==> src/rtl/pair_pkg.sv <==
// Package: shared class codes, flag layout and compatibility rules for the
// dual-issue pairing checker. Assumes class codes fit in CLS_W bits.
package pair_pkg;

    localparam int CLS_W = 4;
    localparam int FLAG_W = 7;

    typedef enum logic [CLS_W-1:0] {
        CL_FLOP = 4'd0,
        CL_LDST = 4'd1,
        CL_FLEX = 4'd2,
        CL_MM   = 4'd3,
        CL_NUL  = 4'd4,
        CL_BV   = 4'd5,
        CL_BR   = 4'd6,
        CL_FSYS = 4'd7,
        CL_SYS  = 4'd8
    } iclass_e;

    // Packed so that fp lands in bit 0 and nul in bit 6.
    typedef struct packed {
        logic nul;
        logic cuse;
        logic cset;
        logic whi;
        logic wsingle;
        logic store;
        logic fp;
    } iflags_t;

    // Bit s of the result is set when class s may follow class f in one bundle.
    function automatic logic [2**CLS_W-1:0] follow_mask(input iclass_e f);
        logic [2**CLS_W-1:0] m;
        m = '0;
        case (f)
            CL_FLOP: m[8:0] = 9'b0_0111_1110;
            CL_LDST: m[8:0] = 9'b0_0101_1101;
            CL_FLEX: m[8:0] = 9'b0_1101_1111;
            CL_MM:   m[8:0] = 9'b0_1000_0111;
            CL_NUL:  m[8:0] = 9'b0_0000_0001;
            default: m = '0;
        endcase
        return m;
    endfunction

    // True when the instruction can only run on the shift/memory/test ALU.
    function automatic logic needs_cap(input iclass_e c, input iflags_t f);
        return (c == CL_MM) || (c == CL_NUL) || (c == CL_LDST && !f.fp);
    endfunction

endpackage

==> src/rtl/pair_class_matrix.sv <==
// Module: pair_class_matrix
// Decides class-level compatibility of an ordered pair: the follow matrix,
// the nullify-successor limit, the single capable ALU and the load/store pair
// limit. Purely combinational. Assumes slot A is the older instruction.
module pair_class_matrix
    import pair_pkg::*;
(
    input  iclass_e cls_a,
    input  iclass_e cls_b,
    input  iflags_t fl_a,
    input  iflags_t fl_b,
    output logic    class_ok,
    output logic    cap_b
);

    logic [2**CLS_W-1:0] mask_a;
    logic                matrix_ok;
    logic                nul_ok;
    logic                cap_clash;
    logic                mem_pair;

    // Look up which classes may follow A and test B against that row.
    always_comb begin
        mask_a    = follow_mask(cls_a);
        matrix_ok = mask_a[cls_b];
    end

    // Apply the successor-nullify limit and the shared-resource limits.
    always_comb begin
        nul_ok    = !fl_a.nul || (cls_b == CL_FLOP);
        cap_b     = needs_cap(cls_b, fl_b);
        cap_clash = needs_cap(cls_a, fl_a) && cap_b;
        mem_pair  = (cls_a == CL_LDST) && (cls_b == CL_LDST);
        class_ok  = matrix_ok && nul_ok && !cap_clash && !mem_pair;
    end

endmodule

==> src/rtl/pair_hazard_check.sv <==
// Module: pair_hazard_check
// Flags operand and condition-bit hazards that forbid pairing: read after
// write, FP load half/target clashes (checked in both orders), and carry
// set/use. Combinational. Assumes register indices of one instruction all
// name the file selected by its fp flag.
module pair_hazard_check
    import pair_pkg::*;
#(
    parameter int RW = 5
) (
    input  iclass_e       cls_a,
    input  iclass_e       cls_b,
    input  iflags_t       fl_a,
    input  iflags_t       fl_b,
    input  logic [RW-1:0] rs1_a,
    input  logic [RW-1:0] rs2_a,
    input  logic [RW-1:0] rd_a,
    input  logic [RW-1:0] rs1_b,
    input  logic [RW-1:0] rs2_b,
    input  logic [RW-1:0] rd_b,
    input  logic [1:0]    rv_a,
    input  logic [1:0]    rv_b,
    input  logic          rdv_a,
    input  logic          rdv_b,
    output logic          hazard
);

    localparam int NSLOT = 2;

    iclass_e       cls_s [NSLOT];
    iflags_t       fl_s  [NSLOT];
    logic [RW-1:0] rs1_s [NSLOT];
    logic [RW-1:0] rs2_s [NSLOT];
    logic [RW-1:0] rd_s  [NSLOT];
    logic [1:0]    rv_s  [NSLOT];
    logic          rdv_s [NSLOT];
    logic [NSLOT-1:0] fp_clash;
    logic raw;
    logic fp_store_ok;
    logic carry;

    // Gather both slots into arrays so each ordering can be indexed.
    always_comb begin
        cls_s[0] = cls_a;  cls_s[1] = cls_b;
        fl_s[0]  = fl_a;   fl_s[1]  = fl_b;
        rs1_s[0] = rs1_a;  rs1_s[1] = rs1_b;
        rs2_s[0] = rs2_a;  rs2_s[1] = rs2_b;
        rd_s[0]  = rd_a;   rd_s[1]  = rd_b;
        rv_s[0]  = rv_a;   rv_s[1]  = rv_b;
        rdv_s[0] = rdv_a;  rdv_s[1] = rdv_b;
    end

    // One checker per ordering: slot X is the FP load, slot Y the FP op.
    for (genvar o = 0; o < NSLOT; o++) begin : g_order
        localparam int X = o;
        localparam int Y = NSLOT - 1 - o;
        logic x_fp_load;
        logic y_fp_op;
        logic same_tgt;
        logic touches;
        logic other_word;

        // Detect a load/op clash on target or on the unwritten word.
        always_comb begin
            x_fp_load  = (cls_s[X] == CL_LDST) && fl_s[X].fp && !fl_s[X].store && rdv_s[X];
            y_fp_op    = (cls_s[Y] == CL_FLOP) && fl_s[Y].fp;
            same_tgt   = rdv_s[Y] && (rd_s[Y] == rd_s[X]);
            touches    = same_tgt
                       || (rv_s[Y][0] && (rs1_s[Y] == rd_s[X]))
                       || (rv_s[Y][1] && (rs2_s[Y] == rd_s[X]));
            other_word = fl_s[X].wsingle && (!fl_s[Y].wsingle || (fl_s[Y].whi != fl_s[X].whi));
            fp_clash[o] = x_fp_load && y_fp_op && (same_tgt || (touches && other_word));
        end
    end

    // Read-after-write across the pair, waived for FP op then FP store.
    always_comb begin
        fp_store_ok = (cls_a == CL_FLOP) && (cls_b == CL_LDST) && fl_b.fp && fl_b.store;
        raw = rdv_a && (fl_a.fp == fl_b.fp)
            && ((rv_b[0] && (rs1_b == rd_a)) || (rv_b[1] && (rs2_b == rd_a)))
            && !fp_store_ok;
    end

    // Carry/borrow producer and consumer must not share a cycle.
    always_comb begin
        carry  = (fl_a.cset && fl_b.cuse) || (fl_b.cset && fl_a.cuse);
        hazard = raw || carry || (|fp_clash);
    end

endmodule

==> src/rtl/pair_context_gate.sv <==
// Module: pair_context_gate
// Blocks pairing from control-flow context of the older slot: empty slots,
// delay-slot position, and odd-word taken-branch targets. Combinational.
module pair_context_gate (
    input  logic a_vld,
    input  logic b_vld,
    input  logic a_dly,
    input  logic a_tgt,
    input  logic a_waddr_lo,
    output logic ctx_ok
);

    // Both slots occupied and no positional restriction on the older one.
    always_comb begin
        ctx_ok = a_vld && b_vld && !a_dly && !(a_tgt && a_waddr_lo);
    end

endmodule

==> src/rtl/dual_issue_pair_check.sv <==
// Module: dual_issue_pair_check (top)
// Registers the pairing decision for two adjacent pre-decoded instructions
// and the capable-ALU steering bit. Assumes the surrounding sequencer shifts
// slot B into slot A when no bundle is granted. Synchronous active-low reset.
module dual_issue_pair_check
    import pair_pkg::*;
#(
    parameter int RW = 5
) (
    input  logic              clk,
    input  logic              rst_n,
    input  logic              a_vld,
    input  logic [CLS_W-1:0]  a_cls,
    input  logic [RW-1:0]     a_rs1,
    input  logic [RW-1:0]     a_rs2,
    input  logic [RW-1:0]     a_rd,
    input  logic [1:0]        a_rv,
    input  logic              a_rdv,
    input  logic [FLAG_W-1:0] a_flags,
    input  logic              a_dly,
    input  logic              a_tgt,
    input  logic              a_waddr_lo,
    input  logic              b_vld,
    input  logic [CLS_W-1:0]  b_cls,
    input  logic [RW-1:0]     b_rs1,
    input  logic [RW-1:0]     b_rs2,
    input  logic [RW-1:0]     b_rd,
    input  logic [1:0]        b_rv,
    input  logic              b_rdv,
    input  logic [FLAG_W-1:0] b_flags,
    output logic              bundle_o,
    output logic              steer_o
);

    iclass_e cls_a;
    iclass_e cls_b;
    iflags_t fl_a;
    iflags_t fl_b;
    logic    class_ok;
    logic    cap_b;
    logic    hazard;
    logic    ctx_ok;
    logic    pair_ok;

    // Reinterpret raw port fields as typed class and flag values.
    always_comb begin
        cls_a = iclass_e'(a_cls);
        cls_b = iclass_e'(b_cls);
        fl_a  = iflags_t'(a_flags);
        fl_b  = iflags_t'(b_flags);
    end

    pair_class_matrix u_matrix (
        .cls_a    (cls_a),
        .cls_b    (cls_b),
        .fl_a     (fl_a),
        .fl_b     (fl_b),
        .class_ok (class_ok),
        .cap_b    (cap_b)
    );

    pair_hazard_check #(.RW(RW)) u_hazard (
        .cls_a  (cls_a),
        .cls_b  (cls_b),
        .fl_a   (fl_a),
        .fl_b   (fl_b),
        .rs1_a  (a_rs1),
        .rs2_a  (a_rs2),
        .rd_a   (a_rd),
        .rs1_b  (b_rs1),
        .rs2_b  (b_rs2),
        .rd_b   (b_rd),
        .rv_a   (a_rv),
        .rv_b   (b_rv),
        .rdv_a  (a_rdv),
        .rdv_b  (b_rdv),
        .hazard (hazard)
    );

    pair_context_gate u_ctx (
        .a_vld      (a_vld),
        .b_vld      (b_vld),
        .a_dly      (a_dly),
        .a_tgt      (a_tgt),
        .a_waddr_lo (a_waddr_lo),
        .ctx_ok     (ctx_ok)
    );

    // Combine the three verdicts into the final pairing decision.
    always_comb begin
        pair_ok = class_ok && !hazard && ctx_ok;
    end

    // Register decision and steering; reset clears to single issue.
    always_ff @(posedge clk) begin
        if (!rst_n) begin
            bundle_o <= 1'b0;
            steer_o  <= 1'b0;
        end else begin
            bundle_o <= pair_ok;
            steer_o  <= pair_ok && cap_b;
        end
    end

    // reset leaves both outputs cleared after the edge.
    p_reset_clear_r1: assert property (@(posedge clk)
        !rst_n |=> (!bundle_o && !steer_o));

    // a system control instruction in either slot never bundles.
    p_sys_never_r4: assert property (@(posedge clk) disable iff (!rst_n)
        (a_cls == 4'd8 || b_cls == 4'd8) |=> !bundle_o);

    // an empty slot forbids a bundle.
    p_valid_needed_r5: assert property (@(posedge clk) disable iff (!rst_n)
        !(a_vld && b_vld) |=> !bundle_o);

    // carry producer with carry consumer never bundles.
    p_carry_block_r8: assert property (@(posedge clk) disable iff (!rst_n)
        ((a_flags[4] && b_flags[5]) || (b_flags[4] && a_flags[5])) |=> !bundle_o);

    // delay-slot older instruction never bundles.
    p_delay_block_r9: assert property (@(posedge clk) disable iff (!rst_n)
        (a_dly || (a_tgt && a_waddr_lo)) |=> !bundle_o);

    // steering to slot B only happens inside a bundle.
    p_steer_in_bundle_r12: assert property (@(posedge clk) disable iff (!rst_n)
        steer_o |-> bundle_o);

endmodule

==> config.mk <==
export PLATFORM = sky130hd
export DESIGN_NAME = dual_issue_pair_check
export DESIGN_NICKNAME = d
export VERILOG_FILES = /design/src/rtl/pair_pkg.sv /design/src/rtl/pair_class_matrix.sv /design/src/rtl/pair_hazard_check.sv /design/src/rtl/pair_context_gate.sv /design/src/rtl/dual_issue_pair_check.sv
export SDC_FILE = /design/constraint.sdc
export NUM_CORES = 1
export LEC_CHECK = 0
export ABC_AREA = 1
export BUFFER_PORTS_ARGS = -buffer_cell sky130_fd_sc_hd__buf_2
export CORE_MARGIN = 2
export CORE_UTILIZATION = 30
export CTS_BUF_LIST = sky130_fd_sc_hd__clkbuf_4 sky130_fd_sc_hd__clkbuf_8
export CTS_CLUSTER_DIAMETER = 120
export CTS_CLUSTER_SIZE = 8
export DETAILED_ROUTE_END_ITERATION = 10
export PLACE_DENSITY_LB_ADDON = 0.08
export SYNTH_ARGS = -nofsm -noshare
export SYNTH_HDL_FRONTEND = slang
export SYNTH_SLANG_ARGS = --single-unit
==> constraint.sdc <==
create_clock -name clk -period 1 [get_ports clk]
set_input_delay 0.1 -clock clk [delete_from_list [all_inputs] [get_ports clk]]
set_output_delay 0.1 -clock clk [all_outputs]
set_load 0.02 [all_outputs]
==> reports/results.ini <==
[timing]
relSlewSlack=0.850
hold_ws_ns=0.236
max_clock_freq_mhz=1120
hold_viol=0
fin_setup_tns_ns=0
period_needed_ns=0.890
period_share=0.890
worstMarginPinSlew_ns=0.222
drv_slew=0
rsz0062_at_grt=true
finalSetupViolations=0

[logic_synthesis]
yosys.area.top_type=nand2_1
synth_area_leaders=nand2_1 37%, inv_1 18%, nor2_1 12%, nand3_1 7.1%, dfxtp_1 4.4%
yosysWarningCount=0
synthesis.area_um2=918
synth-seq-cells=2
synth_top_area_frac=0.368
synthCells=211
avgSynthCellArea_um2=4.35
synth_seq_area_share=0.0436
synthesis.nets=276
yosys.cell_types.count=18

[cts]
cts_root_buf=clkbuf_4
cts.clk_slew.worst_paths_ns=0.03
cts_setup_buffers=0
htreeDepth=1
clock-sinks=2
numCtsBuffers=3
cts_hold_buf=0
cts_buffer_depth=2
cts_tree=done
cts-resized-gates=0

[final_layout]
antenna-diode-count=0
layout-drive-gt1-share=0.315
finalNetCount=353
final_area_um2=1390
fin_cells=319
layout_commonest_cell=nand2_1
final.fill_count=366
layout_common_cells=89 x nand2_1, 64 x buf_2, 45 x inv_1
synthToLayoutAreaGrowth_pct=51.4

[routing]
wl_met1_um=1260
wl_per_cell_um=7.87
met2WireLength_um=1070
drt_iter0_markers=24
wirelength_um=2510
antenna_left=0
num_vias=1337
route.met3.wl_um=174
top_layer_used=met3
viasPerCell=4.19
drc=0
first_pass_iters=4

[floorplanning]
ios=67
fp.coreArea_um2=2980
fp-row-count=20
dieWidth_um=59.3
dieArea_um2=3520
initial_core_util=0.308
die_y_um=59.3

[worst_setup_path]
endpoint=steer_o
worstPathRequired_ns=1.16
cp-end-kind=flop
crit_arrival_ns=1.05
crit_type=input pin to flop
setup.worst_path.start_class=input pin
cp_max_fo=4
crit_start=b_cls[1]

[pwr]
total_power_mw=0.685
vdd_ir_drop_max_mv=0.187
power_density_nw_per_um2=493
leakage_nw=0.965

[global_route]
grt_pass1_wl_um=4120
grtUsageTotal=0.146
grt_overflow_total=0
antenna_found_initial=0
grt_max_degree=7
grt_pass1_vias=1121

[run_status]
run_status=complete, no violations

[place]
portBuffers=65
gp_congestion=0.825
placed_cell_area_um2=1340
dp_hpwl_um=2250
dp.cells=316

[flow_run]
maxCapViolCount=0

[hold_path]
min_path_type=input pin to flop

## power by group
part	internal, mW	leakage [nW]	total (mW)	switching (mW)
clock network	0.132	0.0138	0.174	0.0419
registers	0.0806	0.0161	0.0806	0.0000212
logic	0.204	0.935	0.431	0.227
## worst min path at each step
stage / from / to / cells past startpoint / slack [ns]
after CTS: a_flags[1] / bundle_o / 5 / 0.23
final: a_flags[1] / bundle_o / 5 / 0.24
after detailed placement: a_flags[1] / bundle_o / 5 / 0.46
after global placement: a_flags[1] / bundle_o / 5 / 0.47
after global routing: a_flags[1] / bundle_o / 5 / 0.29
after floorplan: b_cls[0] / steer_o / 4 / 0.35
## registers in the layout, indices dropped and copies added (netlist names)
name	count
bundle_o	1
steer_o	1
## cell type report
cell class	instances	area, um^2	area share
Multi-Input combinational cell	161	722	0.519
Timing Repair Buffer	72	384	0.276
Inverter	48	180	0.130
Tap cell	33	41.3	0.0297
Sequential cell	2	40.0	0.0288
Clock buffer	3	22.5	0.0162
## synth_stat cells, drive strengths merged
| library cell | number |
|---|---|
| nand2 | 92 |
| nand3 | 14 |
| o22ai | 1 |
| nor2 | 34 |
| nand4 | 3 |
| a21oi | 4 |
| inv | 48 |
| xnor2 | 1 |
| o21ai | 7 |
| xor2 | 3 |
| dfxtp | 2 |
| nor4 | 2 |
## logic make-up (layout without fill, tap and decap cells)
| group | count (synthesis) | after routing | share of synthesized area |
|---|---|---|---|
| and+or+nand+nor | 145 | 145 | 0.655 |
| buffers and inverters | 48 | 123 | 0.196 |
| AOI/OAI and AO/OA | 12 | 12 | 0.0668 |
| xor gates and xnor gates | 4 | 4 | 0.0382 |
| DFF | 2 | 2 | 0.0436 |
## worst max-delay path, stage by stage
cell	delay, ns
buf_2	0.13
inv_2	0.08
nand2_2	0.06
nor2_2	0.12
nand2_1	0.08
o21ai_1	0.13
a21oi_1	0.07
nor2_2	0.12
nand3_2	0.08
nor2_2	0.07
## metal layers
| metal | vias to the layer above | GRT usage |
|---|---|---|
| met1 | 525 | 0.196 |
| li1 | 773 | - |
| met4 | 0 | 0.0390 |
| met5 | - | 0 |
| met3 | 0 | 0.0153 |
| met2 | 39 | 0.248 |
## stage by stage
| stage | setup WS, ns | utilization |
|---|---|---|
| 2_1_floorplan | 0.0988 | - |
| 3_3_place_gp | -0.137 | 0.449 |
| 3_5_place_dp | -0.124 | 0.449 |
| 4_1_cts | 0.109 | 0.457 |
| 5_1_grt | -0.0311 | 0.467 |
| 6_report | 0.110 | 0.467 |
Note: power is estimated with default switching activity, not from simulation.
